<file path="src/rtl/ckw_pkg.sv">
package ckw_pkg;
  localparam int WORD_W = 32;
  localparam int LANE_W = 8;
  localparam int LANES  = WORD_W / LANE_W;
  localparam int CNT_W  = 8;

  typedef logic [WORD_W-1:0] word_t;
  typedef logic [LANES-1:0]  lane_t;
  typedef logic [CNT_W-1:0]  cnt_t;

  // Column parity with the word count merged into the low bits.
  function automatic word_t fold_count(word_t acc, cnt_t cnt);
    return acc ^ word_t'(cnt);
  endfunction

  // Bit that makes a lane hold an odd number of ones.
  function automatic logic lane_odd_bit(logic [LANE_W-1:0] lane);
    return ~(^lane);
  endfunction
endpackage

</file>
<file path="src/rtl/parity_lanes.sv">
module parity_lanes
  import ckw_pkg::*;
(
  input  word_t data,
  output lane_t par_gen
);
  for (genvar i = 0; i < LANES; i++) begin : g_lane
    assign par_gen[i] = lane_odd_bit(data[i*LANE_W +: LANE_W]);
  end
endmodule

</file>
<file path="src/rtl/ckw_accum.sv">
module ckw_accum
  import ckw_pkg::*;
#(
  parameter bit LOOKAHEAD = 1'b0
) (
  input  logic  clk,
  input  logic  rst_n,
  input  logic  burst,
  input  logic  valid,
  input  word_t data,
  output logic  start_o,
  output logic  take_o,
  output word_t ckw_o
);
  logic  burst_q;
  word_t acc_q, acc_base, acc_d;
  cnt_t  cnt_q, cnt_base, cnt_d;

  assign start_o = burst & ~burst_q;
  assign take_o  = burst & valid;

  always_comb begin
    acc_base = start_o ? '0 : acc_q;
    cnt_base = start_o ? '0 : cnt_q;
    acc_d    = take_o ? (acc_base ^ data) : acc_base;
    cnt_d    = take_o ? (cnt_base + cnt_t'(1)) : cnt_base;
  end

  always_ff @(posedge clk) begin
    if (!rst_n) begin
      burst_q <= 1'b0;
      acc_q   <= '0;
      cnt_q   <= '0;
    end else begin
      burst_q <= burst;
      acc_q   <= acc_d;
      cnt_q   <= cnt_d;
    end
  end

  if (LOOKAHEAD) begin : g_ahead
    assign ckw_o = fold_count(acc_d, cnt_d);
  end else begin : g_now
    assign ckw_o = fold_count(acc_q, cnt_q);
  end

  AST_START_CLEARS: assert property (@(posedge clk) disable iff (!rst_n)
    (start_o && !take_o) |=> (acc_q == '0 && cnt_q == '0));
  AST_IDLE_HOLDS: assert property (@(posedge clk) disable iff (!rst_n)
    (!take_o && !start_o) |=> ($stable(acc_q) && $stable(cnt_q)));
  AST_COUNT_STEP: assert property (@(posedge clk) disable iff (!rst_n)
    (take_o && !start_o) |=> (cnt_q == $past(cnt_q) + cnt_t'(1)));
endmodule

</file>
<file path="src/rtl/ckw_tx.sv">
module ckw_tx
  import ckw_pkg::*;
(
  input  logic  clk,
  input  logic  rst_n,
  input  logic  burst,
  input  logic  valid,
  input  logic  last,
  input  word_t data,
  output lane_t par,
  output logic  ckw_valid,
  output word_t ckw
);
  logic  start, take, emit;
  word_t ckw_ahead;

  ckw_accum #(.LOOKAHEAD(1'b1)) u_acc (
    .clk(clk), .rst_n(rst_n), .burst(burst), .valid(valid), .data(data),
    .start_o(start), .take_o(take), .ckw_o(ckw_ahead)
  );

  parity_lanes u_par (.data(data), .par_gen(par));

  assign emit = take & last;

  always_ff @(posedge clk) begin
    if (!rst_n) begin
      ckw_valid <= 1'b0;
      ckw       <= '0;
    end else begin
      ckw_valid <= emit;
      if (emit) ckw <= ckw_ahead;
    end
  end

  AST_EMIT_NEXT: assert property (@(posedge clk) disable iff (!rst_n)
    emit |=> ckw_valid);
  AST_EMIT_CAUSE: assert property (@(posedge clk) disable iff (!rst_n)
    ckw_valid |-> $past(emit));
  AST_START_NOT_EMIT_PRIOR: assert property (@(posedge clk) disable iff (!rst_n)
    (start && !take) |=> !ckw_valid);
  for (genvar i = 0; i < LANES; i++) begin : g_chk
    AST_TX_LANE_ODD: assert property (@(posedge clk) disable iff (!rst_n)
      ($countones({data[i*LANE_W +: LANE_W], par[i]}) % 2) == 1);
  end
endmodule

</file>
<file path="src/rtl/ckw_rx.sv">
module ckw_rx
  import ckw_pkg::*;
(
  input  logic  clk,
  input  logic  rst_n,
  input  logic  burst,
  input  logic  valid,
  input  word_t data,
  input  lane_t par,
  input  logic  ckw_valid,
  input  word_t ckw_in,
  output logic  ckw_err,
  output logic  par_err
);
  logic  start, take, word_bad;
  word_t ckw_local;
  lane_t par_exp;

  ckw_accum #(.LOOKAHEAD(1'b0)) u_acc (
    .clk(clk), .rst_n(rst_n), .burst(burst), .valid(valid), .data(data),
    .start_o(start), .take_o(take), .ckw_o(ckw_local)
  );

  parity_lanes u_par (.data(data), .par_gen(par_exp));

  assign word_bad = take & (|(par_exp ^ par));

  always_ff @(posedge clk) begin
    if (!rst_n) begin
      ckw_err <= 1'b0;
      par_err <= 1'b0;
    end else begin
      ckw_err <= ckw_valid && (ckw_in != ckw_local);
      if (word_bad)   par_err <= 1'b1;
      else if (start) par_err <= 1'b0;
    end
  end

  AST_ERR_AFTER_CMP: assert property (@(posedge clk) disable iff (!rst_n)
    ckw_err |-> $past(ckw_valid));
  AST_PERR_SET: assert property (@(posedge clk) disable iff (!rst_n)
    word_bad |=> par_err);
  AST_PERR_FALL_ON_START: assert property (@(posedge clk) disable iff (!rst_n)
    $fell(par_err) |-> $past(start));
endmodule

</file>
<file path="src/rtl/burst_check_unit.sv">
module burst_check_unit
  import ckw_pkg::*;
(
  input  logic        clk,
  input  logic        rst_n,
  input  logic        tx_burst,
  input  logic        tx_valid,
  input  logic        tx_last,
  input  logic [31:0] tx_data,
  output logic [3:0]  tx_par,
  output logic        tx_ckw_valid,
  output logic [31:0] tx_ckw,
  input  logic        rx_burst,
  input  logic        rx_valid,
  input  logic [31:0] rx_data,
  input  logic [3:0]  rx_par,
  input  logic        rx_ckw_valid,
  input  logic [31:0] rx_ckw,
  output logic        rx_ckw_err,
  output logic        rx_par_err
);
  ckw_tx u_tx (
    .clk(clk), .rst_n(rst_n), .burst(tx_burst), .valid(tx_valid),
    .last(tx_last), .data(tx_data), .par(tx_par),
    .ckw_valid(tx_ckw_valid), .ckw(tx_ckw)
  );

  ckw_rx u_rx (
    .clk(clk), .rst_n(rst_n), .burst(rx_burst), .valid(rx_valid),
    .data(rx_data), .par(rx_par), .ckw_valid(rx_ckw_valid),
    .ckw_in(rx_ckw), .ckw_err(rx_ckw_err), .par_err(rx_par_err)
  );

  AST_RESET_QUIET: assert property (@(posedge clk)
    !rst_n |=> (!tx_ckw_valid && !rx_ckw_err && !rx_par_err));
endmodule

</file>
<file path="config.mk">
export PLATFORM = sky130hd
export DESIGN_NAME = burst_check_unit
export DESIGN_NICKNAME = d
export VERILOG_FILES = /design/src/rtl/ckw_pkg.sv /design/src/rtl/parity_lanes.sv /design/src/rtl/ckw_accum.sv /design/src/rtl/ckw_tx.sv /design/src/rtl/ckw_rx.sv /design/src/rtl/burst_check_unit.sv
export SDC_FILE = /design/constraint.sdc
export NUM_CORES = 1
export LEC_CHECK = 0
export ABC_CLOCK_PERIOD_IN_PS = 2200
export BUFFER_PORTS_ARGS = -buffer_cell sky130_fd_sc_hd__buf_2
export CAP_MARGIN = 15
export CORE_MARGIN = 4
export CORE_UTILIZATION = 54
export CTS_CLUSTER_DIAMETER = 40
export DETAILED_ROUTE_END_ITERATION = 10
export HOLD_SLACK_MARGIN = 0.03
export PLACE_DENSITY = 0.81
export SLEW_MARGIN = 15
export SYNTH_ARGS = -nofsm -noshare
export SYNTH_HDL_FRONTEND = slang
export SYNTH_SLANG_ARGS = --single-unit
</file>
<file path="constraint.sdc">
create_clock -name clk -period 2.2 [get_ports clk]
set_clock_uncertainty 0.15 [all_clocks]
set_input_delay 0.44 -clock clk [delete_from_list [all_inputs] [get_ports clk]]
set_output_delay 0.44 -clock clk [all_outputs]
set_load 0.05 [all_outputs]
</file>
* Word-level counts from Yosys, hierarchy flattened
Cells that the tools add are included.
Storage, ports and cells: register bits 117, word-level logic and storage cells 55
Operators by class: add/sub/neg operators 2, eq/ne operators 1, mux-type cells 10, bitwise logic cells 21, reductions and logical operators 11
Operators by type and width (number):
- $mux 32 | 4
- $reduce_xor 8->1 | 8
- $xor 32x32->32 | 2
- $xor 32x8->32 | 2
- $mux 8 | 4
- $ne 32x32->1 | 1
- $add 8x1->8 const B | 2
- $not 1->1 | 10
- $and 1x1->1 | 6
- $reduce_or 4->1 | 1
- $xor 4x4->4 | 1
- $mux 1 | 2
- $reduce_bool 2->1 | 1
- $logic_and 1x1->1 | 1

* Logic depth before layout (Yosys ltp)
depth after elaboration 6, mapped depth 8

* By module
Synthesis repeated with hierarchy kept, for this count alone.
Second synthesis, totals: cells, all modules 803, area, all modules 6815.3 µm²
By module, submodules not included:
- ckw_accum at u_tx.u_acc | instances 1, cells an instance 285, area each 2288.4 µm², sequential area each 820.8 µm²
- ckw_accum at u_rx.u_acc | instances 1, cells an instance 260, area each 2174.6 µm², sequential area each 820.8 µm²
- ckw_tx | instances 1, cells an instance 149, area each 1412.6 µm², sequential area each 660.6 µm²
- parity_lanes | instances 2, cells an instance 28, area each 245.2 µm², sequential area each 0.0 µm²
- ckw_rx | instances 1, cells an instance 53, area each 449.2 µm², sequential area each 40.0 µm²

* Worst setup path after synthesis
OpenSTA, ideal clock, no wires.
kind input port to output port, start point input tx_data[1], end point output tx_par[0], data arrival time 1.549 ns, data required time 1.610 ns, path slack 0.061 ns, stages on the path 3, buffers on the path 0, cell sequence xnor2_1 -> xnor2_1 -> xnor2_1
On the way: longest elaborated chain between the ends 2
RTL lines:
- from (decl) | line burst_check_unit.sv:9 | input logic [31:0] tx_data,
- $reduce_xor 8->1 | line ckw_pkg.sv:18 | return ~(^lane);
- $not 1->1 | line ckw_pkg.sv:18
- to (decl) | line burst_check_unit.sv:10 | output logic [3:0] tx_par,
Every way passes these cells.

* Worst setup path in the final report
start point input tx_data[24], end point output tx_par[3]
Same word-level chain as after synthesis.

==> out/metrics.cfg <==
[timing]
worst_slack_ps = 132
period_minus_slack_ps = 2070
slew_viol_final = 0
hold_viol_final = 0
setup_violations = 0
fmax_mhz = 484
rsz0062_at_grt = false
slew_headroom_pct = 71.4
tns_ps = 0
post-route-period-util_pct = 94.0
tightest_slew_ps = 427

[clocking]
cts.sinks = 117
clk-insertion-delay-late_ps = 500
post_cts_buffers = 0
clk_path_buf_depth = 2
cts-buffers-inserted = 17
h-tree-depth = 4
root_buffer = clkbuf_8
path_clk_slew_ps = 60
tritoncts = done

[worst_setup_path]
cp.depth = 5
cpPeakStageDelay_ps = 320
reg2reg_slack_ps = 430
arrival_ps = 1480
slowest_stage = xnor2_1
crit_start = tx_data[24]
path_cells = buf_2, xnor2_1, xnor2_1, xnor2_1, buf_2
path_common_cell = xnor2_1
timing.rr.start = u_tx.u_acc.cnt_q[1]
critPathKind = in -> out
worstPathBufferInverterCount = 2
critical_path.top_delay_family = XOR/XNOR gates
r2r_cells = 5
r2r-end = u_tx.ckw[5]
end_kind = output port
cp_max_fo = 3
crit_path_start_kind = input pin
cp.required_ps = 1610

[global_routing]
grt_pass1_vias = 4974
grtUsageTotal_pct = 21.8
antenna_found_initial = 0
grt_pass1_wl_um = 23000
grt_overflow = 0
grt_max_degree = 52

[logic_synthesis]
synthDistinctLibCells = 48
synth-seq-area-share_pct = 38.7
async_reset_ff_share_pct = 0
ys_ff_latch = 117
syn_nets = 843
synth.top_cell.area_share_pct = 38.7
postSynthCellCount = 734
ys.flop_type = dfxtp_1
yosys_warnings = 0
synth_top_area_cell = dfxtp_1
synthTopCellsByArea = dfxtp_1, xnor2_1, nand2_1
synth.avg_cell_area_um2 = 8.25
synth_edf_count = 0
syn_area_um2 = 6060

[min_path]
hp-class = in -> reg
min_from = rx_ckw_valid
min_to = u_rx.ckw_err
hold_depth = 3

[final_layout]
areaGrowthSynthToFinish_pct = 24.0
diodes = 0
final_nets = 985
final_area_um2 = 7510
n_fill_cell = 886
final_layout_size_suffix_gt1_share_pct = 22.7

[placement]
io_buffers = 146
gp_congestion = 0.849
hpwl_um = 9860
pre_cts_ws_ps = 104
placed_cell_area_um2 = 6910

[power]
power_density_nw_per_um2 = 810
p_int_w = 0.00442
p_sw_share_pct = 27.3
p_switching_w = 0.00166
peakVddDrop_mv = 0.536
pwr-share-comb_pct = 18.3
seq_power_share_pct = 37.1
power_w = 0.00608
clockPowerShare_pct = 44.6
leakage_nw = 3.08

[floorplanning]
die_h_um = 114
dieArea_um2 = 13000
start_util_pct = 55.6
die_width_um = 114
rows = 38
core-area_um2 = 10900
ios = 147

[route]
route.top_layer_used = met4
drtAntennaViolNets = 0
wl_met1_um = 5880
vias = 5120
route.met3.wl_um = 581
viasPerCell = 4.98
wl_per_cell_um = 13.5
first_iter_violations = 251
first_pass_iters = 5
wl_met2_um = 7130
drt_wl_total_um = 13800
drc = 0

[run]
drv_cap = 0

[outcome]
status = finished clean

-- power groups by stage --
stage | Clock (W) | Combinational [W] | Sequential, W
finish | 0.00271 | 0.00111 | 0.00226
floorplan | 0 | 0.000700 | 0.00240
global route | 0.00287 | 0.00121 | 0.00227
global placement | 0 | 0.00110 | 0.00230
CTS | 0.00275 | 0.00112 | 0.00226
detailed placement | 0 | 0.00111 | 0.00230
-- flip-flops by register name, summed over array words and instances, names as in the netlist --
| signal | count |
|---|---|
| u_tx.ckw_valid | 1 |
| u_rx.ckw_err | 1 |
| u_tx.ckw | 32 |
| u_rx.u_acc.acc_q | 32 |
| u_rx.u_acc.burst_q | 1 |
| u_rx.par_err | 1 |
| u_rx.u_acc.cnt_q | 8 |
| u_tx.u_acc.cnt_q | 8 |
| u_tx.u_acc.burst_q | 1 |
| u_tx.u_acc.acc_q | 32 |
-- Yosys cell counts (2+ instances only) --
library cell    n
xnor2_1       163
nand2_1       145
nor2_1        121
dfxtp_1       117
xor2_1         30
nor3_1         28
clkbuf_1       15
and2_1         13
buf_2          11
a21oi_1        10
nor4_1          9
nand4_1         7
a211oi_1        4
buf_1           4
nand3_1         4
o21ai_0         4
a21bo_2         3
and3_1          3
buf_4           3
buf_6           3
inv_1           3
a32o_1          2
nand2b_1        2
nand3b_1        2
o31a_1          2
or3_1           2
xnor3_1         2
xnor3_2         2
-- worst max-delay path by stage --
stage                   endpoint  slack (ps)
detailed placement  u_rx.par_err         100
global placement       tx_par[3]         120
global route           tx_par[3]          90
floorplan              tx_par[0]          60
CTS                    tx_par[3]         130
finish                 tx_par[3]         130
-- worst register-to-register path: cells and delay by family, from the launching register on --
family / cells / cell delay (ps)
flops: 1 / 440
compound gates: 2 / 600
simple gates: 3 / 520
-- final cells by class --
type / instances / area [um^2] / share of cell area (%)
multi-input combinational: 577 / 3520 / 46.9
sequential: 117 / 2340 / 31.2
timing repair buffer: 159 / 868 / 11.6
clock buffer: 19 / 432 / 5.75
tap: 140 / 175 / 2.33
clock inverter: 13 / 156 / 2.08
inverter: 4 / 15.0 / 0.200
-- metrics by stage --
stage / hold slack [ps] / utilization, % / instances
floorplan: 332 / - / 734
finish: 42.1 / 68.9 / 1029
detailed placement: 291 / 63.4 / 996
global route: 39.9 / 68.9 / 1029
CTS: 33.5 / 68.9 / 1029
global placement: 288 / 63.4 / 996
-- per-layer routing --
metal  vias to the layer above  global-route usage (%)
met5                         -                       0
met4                         0                    7.60
li1                       2608                       -
met1                      2378                    26.7
met3                        21                    3.82
met2                       113                    38.4
-- cell usage in the layout, fill, tap and decap left out, drive strengths merged, types with 2 or more instances in the layout --
master / n
a32o: 2
and3: 3
dfxtp: 117
nor4: 9
a21bo: 3
nand2b: 3
clkinv: 7
a21oi: 10
xor2: 30
bufinv: 3
or3: 2
nand3b: 2
nand4: 7
nor3: 28
o31a: 2
clkinvlp: 2
nor2: 121
and2: 13
nand3: 4
xnor3: 4
xnor2: 163
o21ai: 6
clkbuf: 19
buf: 158
a211oi: 5
nand2: 146
inv: 5
-- kinds of logic (layout without fill, tap and decap cells) --
group / Yosys count / after routing / synth area share [%]
simple gates: 340 / 340 / 23.7
xor+xnor: 197 / 197 / 29.4
flops: 117 / 117 / 38.7
buf+inv: 40 / 195 / 3.26
compound gates: 37 / 37 / 4.38
mux: 2 / 2 / 0.351
fa+ha+maj: 1 / 1 / 0.207
-- what timing repair did --
action	in CTS	in global routing
gates resized for setup	0	1
hold endpoints to repair	1	0
endpoints found under the setup margin	0	1
hold buffers	1	0
Power figures use the tool's default switching activity.
